$ cat src/rtl/trig_source_ctrl.sv
module trig_source_ctrl #(
  parameter int CLK_NS   = 25,
  parameter int PULSE_NS = 100
) (
  input  logic       clk,
  input  logic       rst_n,
  input  logic [1:0] src_sel,
  input  logic [1:0] cond_sel,
  input  logic       acq_en,
  input  logic       ext_trig_in,
  input  logic       acq_in,
  input  logic       cmd_trig,
  input  logic       anode_vld,
  input  logic       cathode_vld,
  output logic       trig_out,
  output logic       pulse_out
);
  localparam int PULSE_CYC = PULSE_NS / CLK_NS;
  localparam int CW        = $clog2(PULSE_CYC + 1);

  logic [2:0]    ext_sync, acq_sync;
  logic          armed, trig_q;
  logic [CW-1:0] cnt;
  logic          ext_rise, acq_rise, int_evt, cand, fire;

  assign ext_rise = ext_sync[1] & ~ext_sync[2];
  assign acq_rise = acq_sync[1] & ~acq_sync[2];

  always_comb begin
    unique case (cond_sel)
      2'd0: int_evt = anode_vld & cathode_vld;
      2'd1: int_evt = anode_vld;
      2'd2: int_evt = cathode_vld;
      default: int_evt = anode_vld | cathode_vld;
    endcase
    unique case (src_sel)
      2'd0: cand = ext_rise;
      2'd1: cand = int_evt;
      2'd3: cand = cmd_trig;
      default: cand = 1'b0;
    endcase
  end

  assign fire = cand & (~acq_en | armed);

  always_ff @(posedge clk) begin
    if (!rst_n) begin
      ext_sync <= '0;
      acq_sync <= '0;
      armed    <= 1'b0;
      trig_q   <= 1'b0;
      cnt      <= '0;
    end else begin
      ext_sync <= {ext_sync[1:0], ext_trig_in};
      acq_sync <= {acq_sync[1:0], acq_in};
      armed    <= acq_en & (acq_rise | (armed & ~fire));
      trig_q   <= fire;
      if (fire && cnt == '0) cnt <= CW'(PULSE_CYC);
      else if (cnt != '0)    cnt <= cnt - 1'b1;
    end
  end

  assign trig_out  = trig_q;
  assign pulse_out = (cnt != '0);
endmodule

$ cat config.mk
export PLATFORM = sky130hd
export DESIGN_NAME = trig_source_ctrl
export DESIGN_NICKNAME = d
export VERILOG_FILES = /design/src/rtl/trig_source_ctrl.sv
export SDC_FILE = /design/constraint.sdc
export NUM_CORES = 1
export LEC_CHECK = 0
export CAP_MARGIN = 20
export CORE_AREA = 2 2 39 41
export CTS_BUF_LIST = sky130_fd_sc_hd__clkbuf_4 sky130_fd_sc_hd__clkbuf_8
export CTS_CLUSTER_SIZE = 16
export DETAILED_ROUTE_END_ITERATION = 7
export DIE_AREA = 0 0 41 43
export GPL_ROUTABILITY_DRIVEN = 0
export GPL_TIMING_DRIVEN = 1
export PLACE_DENSITY = 0.7
export SYNTH_ARGS = -nofsm -noshare
export SYNTH_HDL_FRONTEND = slang
export SYNTH_SLANG_ARGS = --single-unit
$ cat constraint.sdc
create_clock -name clk -period 1.2 [get_ports clk]
set_clock_uncertainty 0.1 [all_clocks]
set_input_delay 0.24 -clock clk [delete_from_list [all_inputs] [get_ports clk]]
set_output_delay 0.24 -clock clk [all_outputs]
set_load 0.005 [all_outputs]
# Yosys cells after proc, flatten, opt, wreduce, memory -nomap -nowiden
# Cells that the tools add are included.
# W data, S select, Z words.
[totals]
regBits = 11
inputBits = 12
output_inout_bits = 2
wordCells = 36
[op_classes]
addsub = 1
n_eq_ne = 4
n_mux = 4
n_bitwise = 14
reduce_logical = 7
[ops]
columns = ["operator", "count"]
rows = [
  ["$and A1 B1 Y1", 6],
  ["$mux W3", 2],
  ["$pmux W1 S3", 2],
  ["$not A1 Y1", 5],
  ["$eq A2 B1 Y1 const B", 2],
  ["$eq A2 B2 Y1 const B", 2],
  ["$logic_not A2 Y1", 2],
  ["$logic_not A3 Y1", 1],
  ["$or A1 B1 Y1", 3],
  ["$reduce_bool A3 Y1", 1],
  ["$sub A3 B1 Y3 const B", 1],
  ["$reduce_bool A2 Y1", 1],
  ["$reduce_or A2 Y1", 1],
  ["$logic_and A1 B1 Y1", 1],
]

# Longest topological paths before layout
# Gate-level depths: netlist of the first run.
[depth]
word_depth = 8
mapped_depth = 7
ltp_nobuf = 7

# Worst setup path after synthesis of the first run
# OpenSTA, ideal clock, no wires.
[synth_timing]
kind = "register to register"
start = "reg cnt[0]"
end = "reg cnt[2]"
setup_time_ns = 0.117
t_arrival_ns = 1.063
required_ns = 0.983
setup_slack_ns = -0.080
path_stages_with_launch = 6
path_buffers = 0
period_less_slack_ns = 1.280
path_cell_list = "dfxtp_1 > inv_1 > ha_1 > and2b_1 > and3_1 > a22o_1"
[synth_between]
elab_chain_len = 3
word_cells_on_any_way = 7
classes_between = "add/sub: 1; mux: 2; reduce/logical: 4"
[synth_lines]
columns = ["item", "line_no", "source"]
rows = [
  ["from (decl)", "23", "logic [CW-1:0] cnt;"],
  ["from (signal assigned)", "58", "if (fire && cnt == '0) cnt <= CW'(PULSE_CYC);"],
  ["from (signal assigned)", "59", "else if (cnt != '0) cnt <= cnt - 1'b1;"],
  ["$sub A3 B1 Y3 or $logic_not A3 Y1 (tied branches)", "59, 58", ""],
  ["$mux W3 or $logic_and A1 B1 Y1 (tied branches)", "59, 58", ""],
  ["$mux W3 or $reduce_bool A2 Y1 (tied branches)", "n/a", ""],
]
# Several ways; a longest one is shown, not always the timed one. The select of a mux whose other input is x is not followed.
# A chain may end at the register's enable or synchronous reset.

# Final worst setup path of the first run
[layout_timing]
start = "reg cnt[0]"
end = "out pulse_out"
[layout_between]
elab_chain_len = 1
[layout_lines]
columns = ["item", "line_no", "source"]
rows = [
  ["$reduce_bool A3 Y1", "64", "assign pulse_out = (cnt != '0);"],
  ["to (decl)", "16", "output logic pulse_out"],
]
# Every way passes these cells.

==> results of run 1 <==
==> registers in the layout, summed over array words and instances (netlist names) <==
register,cells
trig_out,1
armed,1
acq_sync,3
cnt,3
ext_sync,3
==> power by group through the flow <==
| stage | Sequential, mW | Clock (mW) | Combinational, mW |
|---|---|---|---|
| floorplan | 0.458 | 0 | 0.278 |
| global placement | 0.464 | 0 | 0.532 |
| detailed placement | 0.465 | 0 | 0.559 |
| CTS | 0.457 | 0.268 | 0.637 |
| global route | 0.466 | 0.298 | 0.810 |
| finish | 0.460 | 0.257 | 0.731 |
==> critical path: stages (launching register included) <==
cell and delay (ns):
dfxtp_2 0.34, inv_2 0.05, ha_4 0.15, and2b_1 0.17, inv_2 0.06, buf_6 0.08
==> what timing repair did <==
item,in CTS,in global routing
endpoints found under the setup margin,7,7
gates resized for setup,16,8
buffers inserted,2,1
pin swaps,5,1
hold buffers,0,0
==> worst max path at each step <==
stage,end,slack (ns)
4_1_cts,pulse_out,-0.28
2_1_floorplan,cnt[0],-0.02
3_3_place_gp,cnt[2],-0.42
6_report,pulse_out,-0.27
3_5_place_dp,cnt[2],-0.43
5_1_grt,pulse_out,-0.33
==> stage by stage <==
stage | power, mW | hold slack (ns) | util (%) | instances
6_report | 1.448 | 0.3371 | 56.24 | 89
5_1_grt | 1.574 | 0.3733 | 56.24 | 89
3_5_place_dp | 1.024 | 0.3190 | 48.55 | 82
4_1_cts | 1.362 | 0.3372 | 52.98 | 88
3_3_place_gp | 0.9963 | 0.3138 | 48.55 | 82
2_1_floorplan | 0.7366 | 0.2673 | - | 45
==> kinds of logic after synthesis <==
logic type,synth area share (%)
AOI/OAI and AO/OA,13.73
buffers and inverters,3.360
and+or+nand+nor,25.49
muxes,2.521
DFF,49.30
adders and majority gates,5.601
==> layout by cell type (no fill, tap or decap) <==
master,instances
mux2_4,1
dlygate4sd2_1,6
a31oi_1,1
a311o_2,1
and2b_1,1
inv_2,3
clkinv_2,1
o22ai_2,1
and3_4,1
and2_1,6
nor2_1,2
nand2b_1,1
a21oi_2,1
nand2_2,1
o21bai_1,1
and3_1,1
a22o_1,1
clkdlybuf4s15_1,1
ha_4,2
clkdlybuf4s50_1,5
nor4b_1,1
dfxtp_1,8
nor4b_4,1
clkbuf_4,3
o21ai_1,1
nand3_1,1
buf_6,1
nand3_4,1
dfxtp_2,3
nand3b_1,1
buf_4,12
nand2_1,1
o211ai_1,1
==> layout make-up <==
cell class | count | share of cell area (%)
multi-input combinational | 30 | 36.17
sequential | 11 | 28.78
timing repair buffer | 25 | 27.49
clock buffer | 3 | 2.894
tap | 16 | 2.572
inverter | 3 | 1.447
clock inverter | 1 | 0.6431
==> per-layer routing <==
layer / global-route usage (%) / wire length [um]
met5: 0 / 0
met4: 6.000 / 0
met3: 8.377 / 111
met2: 20.94 / 510
met1: 16.29 / 411
==> metrics.txt, run 1 <==
fmax=682.0 MHz; most common cell in the netlist=dfxtp_1; Int Pwr=0.9862 mW; synth cell count leaders=dfxtp_1 (11), and2_1 (6), inv_1 (3); ys flop type=dfxtp_1; pwr dens=1860 mW/mm^2; Switching Power=0.4614 mW; Synthesis Warnings=0; worst reg-to-reg path cell count=8; TritonCTS Buffers=3; Die Wd=41 um; Worst setup SP type=flop; fin crit share=122.2%; Post-route DRC=0; worst slew pin tran=0.3210 ns; area of the multi-input gates=281.5 sq um; clk slew on worst S/H paths=0.07 ns; status=complete, but fails checks; critical path endpoint category=primary output; max-slew violation count=0; synthesized area=446.7 sq um; number of clock sinks=11; leakage power=0.3304 nW; crit path max fanout=2; Fill cells=117; Tightest Hold Check Type=reg -> reg; register area share after synthesis=49.30%; Place WS=-0.4303 ns; Pre-antenna DRT Iters=2; #FFs+latches synth=11; FF/Latch Area=224.0 sq um; Worst-Skew Late Latency=0.27 ns; Synth Net Count=59; switching share of total power=31.87%; WL/cell=11.61 um; clock share of power=17.7%; Post-DP Area=671.9 sq um; maximum vdd drop=970.9 uV; CTS tree=yes; Clock H-tree levels=1; setup ws final=-0.2663 ns; final-report hold violation count=0; pin count of the biggest net entering global routing=9; final WL=1033 um; core area=0.001384 sq mm; Overall Global Routing Usage=14.31%; largest area contributor in the synthesized netlist=dfxtp_1; IO Count=14; Worst EP required=0.86 ns; hold path start=ext_sync[0]; min Tclk post-route=1.466 ns; die area=0.001763 sq mm; post-synthesis async set-or-reset flop share=0%; Worst Setup SP=cnt[0]; Syn Area/Cell=9.926 sq um; first-pass GRT wire length=1642 um; Final nets=88; IO Port Bufs=13; antenna cells=0; vias in the first global route=393; initial antenna violation count=0; Max-Cap Viols=0; relative slew slack=78.54%; reg-to-reg critical path endpoint=cnt[1]; Comb pwr share=50.5%; failing checks=setup timing; Starting Density=32.28%; RSZ-0062 raised after global routing=yes; clk buf depth=2; Post-synth EDFFs=0; Mapped Cells=45; gr ovfl total=0; crit path kind=reg -> out; Reg2Reg Setup Slack=-0.18 ns; Worst EP arrival=1.13 ns; Hold Path Cell Cnt=1; HPWL after DPL=743.4 um; post-DR vias/cell=4.685; die extent in y=43 um; Reg power frac=31.7%; share of layout cells above drive strength 1=45.21%; number of core rows=14; final setup fails=4; Yosys cell types=22; post-route cell area=778.2 sq um; Routed Antenna Nets=0; r2r startpoint=cnt[0]; Fin Setup TNS=-0.7890 ns; CTS root buf=clkbuf_4; largest cells by area after synthesis=dfxtp_1 (49%), and2_1 (8.4%), ha_1 (5.6%), nor4b_1 (3.9%), and3_1 (2.8%); Syn-to-layout area delta=74.23%; DR iter-0 viols=2; via count=417; Hold Path End=ext_sync[1]; top-area cell type share of the netlist area=49.30%
(Power assumes the default switching activity.)
==> inputs of run 2 (changes only) <==
--- a/config.mk
+++ b/config.mk
@@ -5,6 +5,7 @@
 export SDC_FILE = /design/constraint.sdc
 export NUM_CORES = 1
 export LEC_CHECK = 0
+export ABC_CLOCK_PERIOD_IN_PS = 1200
 export CAP_MARGIN = 20
 export CORE_AREA = 2 2 39 41
 export CTS_BUF_LIST = sky130_fd_sc_hd__clkbuf_4 sky130_fd_sc_hd__clkbuf_8
==> results of run 2 <==
The final DEF is identical to that of run 1; final timing and power are the same.
